$ cat config.mk
export PLATFORM = sky130hd
export DESIGN_NAME = load_use_interlock
export DESIGN_NICKNAME = d
export VERILOG_FILES = /design/src/rtl/lui_pkg.sv /design/src/rtl/lui_src_match.sv /design/src/rtl/lui_stall_ctrl.sv /design/src/rtl/load_use_interlock.sv
export SDC_FILE = /design/constraint.sdc
export NUM_CORES = 1
export LEC_CHECK = 0
export BUFFER_PORTS_ARGS = -buffer_cell sky130_fd_sc_hd__buf_2
export CORE_AREA = 2 2 39 41
export CTS_CLUSTER_SIZE = 10
export DETAILED_ROUTE_END_ITERATION = 10
export DIE_AREA = 0 0 41 43
export PLACE_DENSITY = 0.4
export SYNTH_ARGS = -nofsm -noshare
export SYNTH_HDL_FRONTEND = slang
export SYNTH_SLANG_ARGS = --single-unit
$ cat constraint.sdc
create_clock -name clk -period 1.8 [get_ports clk]
set_input_delay 0.36 -clock clk [delete_from_list [all_inputs] [get_ports clk]]
set_output_delay 0.36 -clock clk [all_outputs]
set_load 0.01 [all_outputs]
$ cat src/rtl/lui_pkg.sv
package lui_pkg;

   typedef enum logic [0:0] {
      PIPE_FLOW = 1'b0,
      PIPE_HOLD = 1'b1
   } pipe_act_e;

   localparam int LUI_DEF_REG_AW  = 5;
   localparam int LUI_DEF_NUM_SRC = 2;

endpackage

$ cat src/rtl/lui_src_match.sv
module lui_src_match #(
   parameter int REG_AW    = 5,
   parameter bit ZERO_SKIP = 1'b1
) (
   input  logic              clk,
   input  logic              rst_n,
   input  logic [REG_AW-1:0] src_idx,
   input  logic              src_used,
   input  logic              ex_load,
   input  logic [REG_AW-1:0] ex_dest,
   output logic              hit
);

   logic same_reg;
   logic dest_live;

   assign same_reg = (src_idx == ex_dest);

   generate
      if (ZERO_SKIP) begin : g_zero_skip
         assign dest_live = |ex_dest;
      end else begin : g_zero_real
         assign dest_live = 1'b1;
      end
   endgenerate

   assign hit = ex_load & src_used & dest_live & same_reg;


   unused_src_quiet_chk: assert property (@(posedge clk) disable iff (!rst_n)
      !src_used |-> !hit);


   nonload_quiet_chk: assert property (@(posedge clk) disable iff (!rst_n)
      !ex_load |-> !hit);

endmodule

$ cat src/rtl/lui_stall_ctrl.sv
module lui_stall_ctrl
   import lui_pkg::*;
(
   input  logic clk,
   input  logic rst_n,
   input  logic any_hit,
   output logic pc_we,
   output logic ifid_we,
   output logic idex_bubble
);

   pipe_act_e act;
   logic      held_q;

   always_comb begin
      act = PIPE_FLOW;
      if (rst_n && any_hit && !held_q) act = PIPE_HOLD;
   end

   always_ff @(posedge clk or negedge rst_n) begin
      if (!rst_n) held_q <= 1'b0;
      else        held_q <= (act == PIPE_HOLD);
   end

   assign pc_we       = (act == PIPE_FLOW);
   assign ifid_we     = (act == PIPE_FLOW);
   assign idex_bubble = (act == PIPE_HOLD);


   single_bubble_chk: assert property (@(posedge clk) disable iff (!rst_n)
      idex_bubble |=> !idex_bubble);

endmodule

$ cat src/rtl/load_use_interlock.sv
module load_use_interlock
   import lui_pkg::*;
#(
   parameter int REG_AW    = LUI_DEF_REG_AW,
   parameter int NUM_SRC   = LUI_DEF_NUM_SRC,
   parameter bit ZERO_SKIP = 1'b1
) (
   input  logic                      clk,
   input  logic                      rst_n,
   input  logic [NUM_SRC*REG_AW-1:0] dec_src_idx,
   input  logic [NUM_SRC-1:0]        dec_src_used,
   input  logic                      ex_is_load,
   input  logic [REG_AW-1:0]         ex_dest,
   output logic                      pc_we,
   output logic                      ifid_we,
   output logic                      idex_bubble
);

   localparam int IDX_W = NUM_SRC * REG_AW;

   generate
      if (REG_AW < 1 || REG_AW > 8) begin : g_bad_aw
         $error("load_use_interlock: REG_AW out of range");
      end
      if (NUM_SRC < 1 || NUM_SRC > 4) begin : g_bad_src
         $error("load_use_interlock: NUM_SRC out of range");
      end
   endgenerate

   logic [NUM_SRC-1:0] slot_hit;

   generate
      for (genvar k = 0; k < NUM_SRC; k++) begin : g_slot
         lui_src_match #(
            .REG_AW   (REG_AW),
            .ZERO_SKIP(ZERO_SKIP)
         ) u_match (
            .clk     (clk),
            .rst_n   (rst_n),
            .src_idx (dec_src_idx[k*REG_AW +: REG_AW]),
            .src_used(dec_src_used[k]),
            .ex_load (ex_is_load),
            .ex_dest (ex_dest),
            .hit     (slot_hit[k])
         );
      end
   endgenerate

   lui_stall_ctrl u_ctrl (
      .clk        (clk),
      .rst_n      (rst_n),
      .any_hit    (|slot_hit),
      .pc_we      (pc_we),
      .ifid_we    (ifid_we),
      .idex_bubble(idex_bubble)
   );


   enables_agree_chk: assert property (@(posedge clk) disable iff (!rst_n)
      (pc_we == ifid_we) && (idex_bubble == !pc_we));


   zero_dest_quiet_chk: assert property (@(posedge clk) disable iff (!rst_n)
      (ZERO_SKIP && ex_dest == '0) |-> !idex_bubble);


   bubble_needs_load_chk: assert property (@(posedge clk) disable iff (!rst_n)
      idex_bubble |-> (ex_is_load && (|dec_src_used)));

   logic [IDX_W-1:0] unused_width_probe;
   assign unused_width_probe = dec_src_idx;

endmodule

Yosys cells after proc, flatten, opt, wreduce, memory -nomap -nowiden
Index checks and enable logic that the tools add are counted.
{"block": "totals", "reg_bits": 1, "inputBits": 20, "output_inout_bits": 3}
{"block": "op_classes", "n_eq_ne": 2, "muxes": 1, "bitwise": 7, "reduce_logical": 5}
{"op": "equality test 5 bit", "count": 2}
{"op": "bitwise AND 1 bit", "count": 6}
{"op": "OR reduction 5 bit", "count": 1}
{"op": "logical AND 1 bit", "count": 2}
{"op": "OR reduction 2 bit", "count": 1}
{"op": "logical NOT 1 bit", "count": 1}
{"op": "2-to-1 mux 1 bit", "count": 1}
{"op": "inverter 1 bit", "count": 1}

Longest topological paths before layout
Gate-level depths: netlist of the first run.
{"block": "depth", "word_depth": 8, "mapped_depth": 5, "depth_no_buf": 4}

Hierarchy
A second synthesis of the first run with hierarchy kept.
{"block": "hier_totals", "cells_unflattened": 25, "hier_area_um2": 207.7}
{"mod": "lui_src_match", "instances": 2, "cells_per_inst": 10, "area_per_inst_um2": 76.3, "seq_area_each_um2": 0.0}
{"mod": "lui_stall_ctrl", "instances": 1, "cells_per_inst": 4, "area_per_inst_um2": 48.8, "seq_area_each_um2": 25.0}
{"mod": "load_use_interlock", "instances": 1, "cells_per_inst": 1, "area_per_inst_um2": 6.3, "seq_area_each_um2": 0.0}

Worst setup path after synthesis of the first run
No wires, ideal clock.
{"block": "synth_timing", "path_kind": "input to output", "startpoint": "input port dec_src_idx[1]", "endpoint": "output port pc_we", "arrival_time_ns": 1.553, "slack_ns": -0.113, "stages": 5, "path_buffers": 1, "cell_sequence": "xnor2_1 -> nand4_1 -> o22a_1 -> or4b_1 -> buf_4"}
{"block": "synth_via", "elab_chain_len": 7}
{"element": "start, declared", "line_no": "load_use_interlock.sv:10", "rtl": "input logic [NUM_SRC*REG_AW-1:0] dec_src_idx,"}
{"element": "equality test 5 bit", "line_no": "lui_src_match.sv:17", "rtl": "assign same_reg = (src_idx == ex_dest);"}
{"element": "bitwise AND 1 bit", "line_no": "lui_src_match.sv:27", "rtl": "assign hit = ex_load & src_used & dest_live & same_reg;"}
{"element": "OR reduction 2 bit", "line_no": "load_use_interlock.sv:52", "rtl": ".any_hit (|slot_hit),"}
{"element": "logical AND 1 bit (2 in a row)", "line_no": "lui_stall_ctrl.sv:17", "rtl": "if (rst_n && any_hit && !held_q) act = PIPE_HOLD;"}
{"element": "2-to-1 mux 1 bit", "line_no": "lui_stall_ctrl.sv:17"}
{"element": "inverter 1 bit"}
{"element": "end, declared", "line_no": "load_use_interlock.sv:14", "rtl": "output logic pc_we,"}
No other way between the ends.

Worst setup path in the final report of the first run
{"block": "layout_timing", "startpoint": "input port ex_dest[0]", "endpoint": "output port pc_we"}
{"block": "layout_via", "elab_chain_len": 8, "word_cells_on_any_way": 12}
{"element": "start, declared", "line_no": "load_use_interlock.sv:13", "rtl": "input logic [REG_AW-1:0] ex_dest,"}
{"element": "OR reduction 5 bit", "line_no": "lui_src_match.sv:21", "rtl": "assign dest_live = |ex_dest;"}
{"element": "bitwise AND 1 bit (2 in a row)", "line_no": "lui_src_match.sv:27"}
{"element": "OR reduction 2 bit *", "line_no": "load_use_interlock.sv:52"}
{"element": "logical AND 1 bit * (2 in a row)", "line_no": "lui_stall_ctrl.sv:17"}
{"element": "2-to-1 mux 1 bit *", "line_no": "lui_stall_ctrl.sv:17"}
{"element": "inverter 1 bit *", "line_no": "lui_stall_ctrl.sv:25", "rtl": "assign pc_we = (act == PIPE_FLOW);"}
Mark *: on every way between the ends. The rest lies on a longest branch, timed or not.

==> impl_metrics.csv, run 1 <==
group,metric,value,unit
status,outcome,"finished, violations left",
status,violations,"setup timing",
placement,dp_cells,59,
run,cap_violations,0,
detailed_routing,vias_per_cell,3.90,
timing,worst_pin_slew,0.375,ns
critical_path,path_cells,"buf_8 -> xnor2_2 -> nand4_1 -> o22a_1 -> or4b_4 -> buf_6",
timing,fin_skew,0,ns
timing,hold_viol,0,
detailed_routing,drtAntennaViolNets,0,
placement,placed_cell_area,338,sq um
power_and_ir_drop,leakagePower,0.192,nW
floorplanning,die_area,0.00176,sq mm
logic_synthesis,synth.top_cell.area_share,0.483,
logic_synthesis,synth_area_leaders,"xnor2_1 48%, dfrtp_1 14%, nand4_1 6.9%",
power_and_ir_drop,switching_share,0.261,
final_layout,syn_to_final_growth,130,%
logic_synthesis,synth_seq_area_share,0.138,
detailed_routing,drt_first_pass_iters,1,
power_and_ir_drop,power.internal,76.2,uW
power_and_ir_drop,pwr-share-comb,0.775,
floorplanning,fp-row-count,14,
final_layout,largest_register,"u_ctrl.held_q",
critical_path,worst_path_max_delay_cell,"or4b_4",
detailed_routing,first_iter_violations,0,
floorplanning,die_x,41,microns
logic_synthesis,synth.avg_cell_area,8.64,sq um
detailed_routing,drc,0,
final_layout,largest_register_ffs,1,
logic_synthesis,syn_area,181,sq um
power_and_ir_drop,cellPowerDensity,247,mW/mm^2
grt,grt_pass1_vias,221,
timing,tns,-0.382,ns
power_and_ir_drop,p_seq_frac,0.225,
timing,fin_crit_sh,1.09,
timing,fmax,0.512,GHz
logic_synthesis,yosysUniqueCellTypes,10,
grt,grt_antenna_before_repair,0,
timing,setup_viol,3,
grt,grt-ovfl-total,0,
timing,whs,0.145,ns
cts,path_clk_slew,0,ns
floorplanning,core_area,0.00138,sq mm
critical_path,critPathLaunchType,"input pin",
final_layout,final_layout_size_suffix_gt1_frac,0.698,
detailed_routing,wirelength,549,microns
final_layout,finalInstanceArea,418,sq um
final_layout,layout.cells.non_filler,59,
logic_synthesis,syn_nets,41,
min_path,hold_class,"in -> async",
critical_path,slowest_delay,0.53,ns
power_and_ir_drop,pwr-share-clk,0,
final_layout,layout_common_cells,"14 x buf_2, 6 x xnor2_2, 6 x buf_6, 4 x xnor2_1",
timing,grt_setup_unrepaired,"yes",
final_layout,final_common_cell,"buf_2",
placement,port_buffers,22,
power_and_ir_drop,ir_worst_vdd,0.0000710,V
detailed_routing,vias,230,
final_layout,nets,65,
critical_path,crit_fanout,3,
grt,grt_max_degree,4,
grt,track_usage,0.0632,
timing,drv_slew,0,
logic_synthesis,ys_ff_latch,1,
detailed_routing,wl_per_cell,9.31,microns
floorplanning,die_h,43,microns
critical_path,rrSetupSlack,0.91,ns
floorplanning,start_util,0.131,
timing,fin_crit,1.95,ns
logic_synthesis,yosys.area.top_type,"xnor2_1",
critical_path,cp-end-kind,"output pin",
final_layout,top_regs,"u_ctrl.held_q x1",
timing,setup_ws,-0.154,ns
cts,clkLatencyLatePin,0,ns
critical_path,cp.required,1.44,ns
power_and_ir_drop,switchingPower,26.9,uW
critical_path,worst-setup-path-type,"in -> out",
final_layout,antenna_cells,0,
timing,relSlewSlack,0.747,
grt,grt_pass1_wl,834,microns
logic_synthesis,netlist_instances,21,
logic_synthesis,ys_warn_count,0,
final_layout,fillers,154,
critical_path,cp.arrival,1.59,ns
floorplanning,ios,23,
placement,globalplace.congestion,0.650,
stage by stage:
step | power (mW) | setup slack, ns | utilization
after global placement | 0.0871 | -0.234 | 0.244
after floorplan | 0.0530 | -0.0443 | -
after global routing | 0.110 | -0.205 | 0.302
after detailed placement | 0.0864 | -0.221 | 0.244
final | 0.103 | -0.154 | 0.302
after CTS | 0.0985 | -0.178 | 0.285
Yosys cell counts:
cell type  count
or4_1          1
o22a_1         1
buf_4          1
xnor2_1       10
nor4b_1        1
or4b_1         1
nor2_1         1
nand4_1        2
nand3_1        2
dfrtp_1        1
cell families (layout without fill, tap and decap cells):
group / Yosys count / after routing / share of synthesized area
xor+xnor: 10 / 10 / 0.483
simple gates: 8 / 8 / 0.290
compound gates: 1 / 1 / 0.0483
buf+inv: 1 / 23 / 0.0414
flops: 1 / 1 / 0.138
per-layer routing:
layer	track usage	vias to the layer above	wire, microns
met5	0	-	0
met4	0	0	0
met3	0	0	31
met2	0.128	7	319
met1	0.0705	101	198
li1	-	122	-
critical path, delay by kind of cell:
family                    cells  cell delay [ns]
and+or+nand+nor               2             0.63
AOI/OAI and AO/OA             1             0.22
buffers and inverters         2             0.25
xor gates and xnor gates      1             0.14
area by class of cell:
cell class | count | area, sq um | area share
sequential | 1 | 25.0 | 0.0599
multi-input combinational | 19 | 198 | 0.473
timing repair buffer | 23 | 175 | 0.419
tap | 16 | 20.0 | 0.0479
power by group through the flow:
stage	registers [mW]	clock network, mW	logic (mW)
finish	0.0232	0	0.0799
global route	0.0232	0	0.0866
CTS	0.0232	0	0.0752
detailed placement	0.0232	0	0.0632
global placement	0.0232	0	0.0639
floorplan	0.0232	0	0.0298
final timing paths:
| path | start | end | depth (start not counted) |
|---|---|---|---|
| setup / recovery | ex_dest[0] | pc_we | 6 |
| hold / removal | rst_n | u_ctrl.held_q | 1 |
| setup reg to reg | u_ctrl.held_q | u_ctrl.held_q | 1 |
| hold reg to reg | u_ctrl.held_q | u_ctrl.held_q | 1 |
| max in group asynchronous | rst_n | u_ctrl.held_q | 1 |
| min in group clk | u_ctrl.held_q | u_ctrl.held_q | 1 |
timing repair:
action	in CTS	in global routing
hold buffers	0	0
pin swaps	12	0
setup buffers	0	0
setup endpoints to repair	3	3
gates resized for setup	13	5
Power figures use the tool's default switching activity.
==> run 2: changes to the inputs <==
--- a/config.mk
+++ b/config.mk
@@ -6,11 +6,14 @@
 export NUM_CORES = 1
 export LEC_CHECK = 0
 export BUFFER_PORTS_ARGS = -buffer_cell sky130_fd_sc_hd__buf_2
+export CELL_PAD_IN_SITES_DETAIL_PLACEMENT = 1
+export CELL_PAD_IN_SITES_GLOBAL_PLACEMENT = 1
 export CORE_AREA = 2 2 39 41
+export CTS_CLUSTER_DIAMETER = 40
 export CTS_CLUSTER_SIZE = 10
 export DETAILED_ROUTE_END_ITERATION = 10
 export DIE_AREA = 0 0 41 43
-export PLACE_DENSITY = 0.4
+export PLACE_DENSITY = 0.59
 export SYNTH_ARGS = -nofsm -noshare
 export SYNTH_HDL_FRONTEND = slang
 export SYNTH_SLANG_ARGS = --single-unit
==> run 2 against run 1 <==
Net effect: the flow still finishes with violations (setup timing); routed wire length is 17% higher; flip-flop and latch count stayed put; first-iteration DRC count is 1 higher; critical endpoint is now ifid_we; clock skew stayed put.
==> impl_metrics.csv, run 2 (same netlist as run 1, synthesis figures left out) <==
group,metric,value,unit
status,outcome,"finished, violations left",
status,violations,"setup timing",
timing,relSlewSlack,0.836,
timing,worst_pin_slew,0.245,ns
final_layout,top_regs,"u_ctrl.held_q x1",
final_layout,regArea,25.0,sq um
placement,globalplace.congestion,0.599,
grt,grt_pass1_wl,1.03,mm
final_layout,multi_input_area,235,sq um
final_layout,final_common_cell,"buf_2",
detailed_routing,first_iter_violations,1,
placement,port_buffers,22,
floorplanning,die_h,43,microns
timing,hold_viol,0,
critical_path,cp-end-kind,"output pin",
grt,grt_antenna_before_repair,0,
floorplanning,fp-row-count,14,
critical_path,worst-setup-path-type,"in -> out",
timing,setup_viol,3,
final_layout,largest_register_ffs,1,
detailed_routing,drc,0,
grt,grt-ovfl-total,0,
timing,fmax,0.505,GHz
cts,path_clk_slew,0,ns
run,cap_violations,0,
final_layout,final_layout_size_suffix_gt1_frac,0.804,
placement,hpwl,532,microns
detailed_routing,drtAntennaViolNets,0,
power_and_ir_drop,cellPowerDensity,236,mW/mm^2
cts,clkLatencyLatePin,0,ns
critical_path,critPathLaunchType,"input pin",
detailed_routing,wl_per_cell,10.4,microns
final_layout,syn_to_final_growth,163,%
power_and_ir_drop,ir_worst_vdd,0.0000759,V
detailed_routing,vias,254,
timing,setup_ws,-0.181,ns
placement,dp_slack,-0.234,ns
min_path,hold_class,"in -> async",
critical_path,crit_fanout,3,
power_and_ir_drop,p_total,113,uW
floorplanning,start_util,0.131,
detailed_routing,vias_per_cell,4.10,
power_and_ir_drop,leakagePower,0.230,nW
critical_path,cp.arrival,1.62,ns
detailed_routing,drt_first_pass_iters,2,
floorplanning,core_area,0.00138,sq mm
grt,grt_max_degree,4,
detailed_routing,wirelength,642,microns
final_layout,nets,68,
floorplanning,die_x,41,microns
grt,grt_pass1_vias,272,
cts,hold_buffers,0,
timing,drv_slew,0,
final_layout,antenna_cells,0,
final_layout,largest_register,"u_ctrl.held_q",
timing,fin_crit,1.98,ns
final_layout,layout_common_cells,"14 x buf_2, 9 x xnor2_2, 6 x buf_6, 4 x buf_4",
critical_path,cp.required,1.44,ns
floorplanning,die_area,0.00176,sq mm
timing,fin_skew,0,ns
floorplanning,ios,23,
timing,fin_crit_sh,1.10,
final_layout,fillers,160,
grt,track_usage,0.0792,
timing,grt_setup_unrepaired,"yes",
## run 2: changes by cell type in the layout (fill, tap and decap cells not counted)
| cell | change |
|---|---|
| buf_4 | +3 |
| xnor2_2 | +3 |
| nor4b_1 | -1 |
| nor4b_4 | +1 |
| xnor2_1 | -3 |
## run 2: layer usage
metal / vias to the layer above / GRT usage / wire length, microns
met5: - / 0 / 0
met4: 0 / 0 / 0
met3: 0 / 0 / 83
met2: 21 / 0.138 / 307
met1: 105 / 0.112 / 251
li1: 128 / - / -
## run 2: final timing paths
path	from	endpoint	slack, ns	cells after the start
hold reg to reg	u_ctrl.held_q	u_ctrl.held_q	0.72	3
max in group asynchronous	rst_n	u_ctrl.held_q	1.55	1
setup reg to reg	u_ctrl.held_q	u_ctrl.held_q	0.82	3
min in group clk	u_ctrl.held_q	u_ctrl.held_q	0.72	3
hold / removal	rst_n	u_ctrl.held_q	0.15	1
setup / recovery	ex_dest[3]	ifid_we	-0.18	6
## run 2: cell type report
type,instances,share of cell area
Multi-Input combinational cell,19,0.492
Tap cell,16,0.0419
Timing Repair Buffer,26,0.414
Sequential cell,1,0.0524
## run 2: timing repair
| action | 4_1_cts | 5_1_grt |
|---|---|---|
| endpoints found under the hold margin | 0 | 0 |
| resized for setup | 19 | 4 |
| pin swaps | 12 | 3 |
| cloned | 0 | 0 |
| setup buffers | 3 | 0 |
| endpoints found under the setup margin | 3 | 3 |
## run 2: through the flow
step / utilization / setup TNS [ns] / instance area (sq um) / hold WS (ns) / instances
floorplan: - / -0.0443 / 211 / 0.0644 / 21
global placement: 0.244 / -0.545 / 338 / 0.146 / 59
detailed placement: 0.244 / -0.590 / 338 / 0.147 / 59
CTS: 0.325 / -0.447 / 449 / 0.149 / 62
global route: 0.345 / -0.564 / 478 / 0.154 / 62
finish: 0.345 / -0.447 / 478 / 0.151 / 62
## run 2: critical path, cell delays in order
cell     delay (ns)
buf_8          0.11
xnor2_2        0.14
nand4_1        0.12
o22a_1         0.23
or4b_4         0.53
buf_6          0.14
## run 2: power by group
part | internal, mW | switching, mW
Sequential | 0.0231 | 0.000242
Clock | 0 | 0
Combinational | 0.0591 | 0.0304
Total | 0.0822 | 0.0306
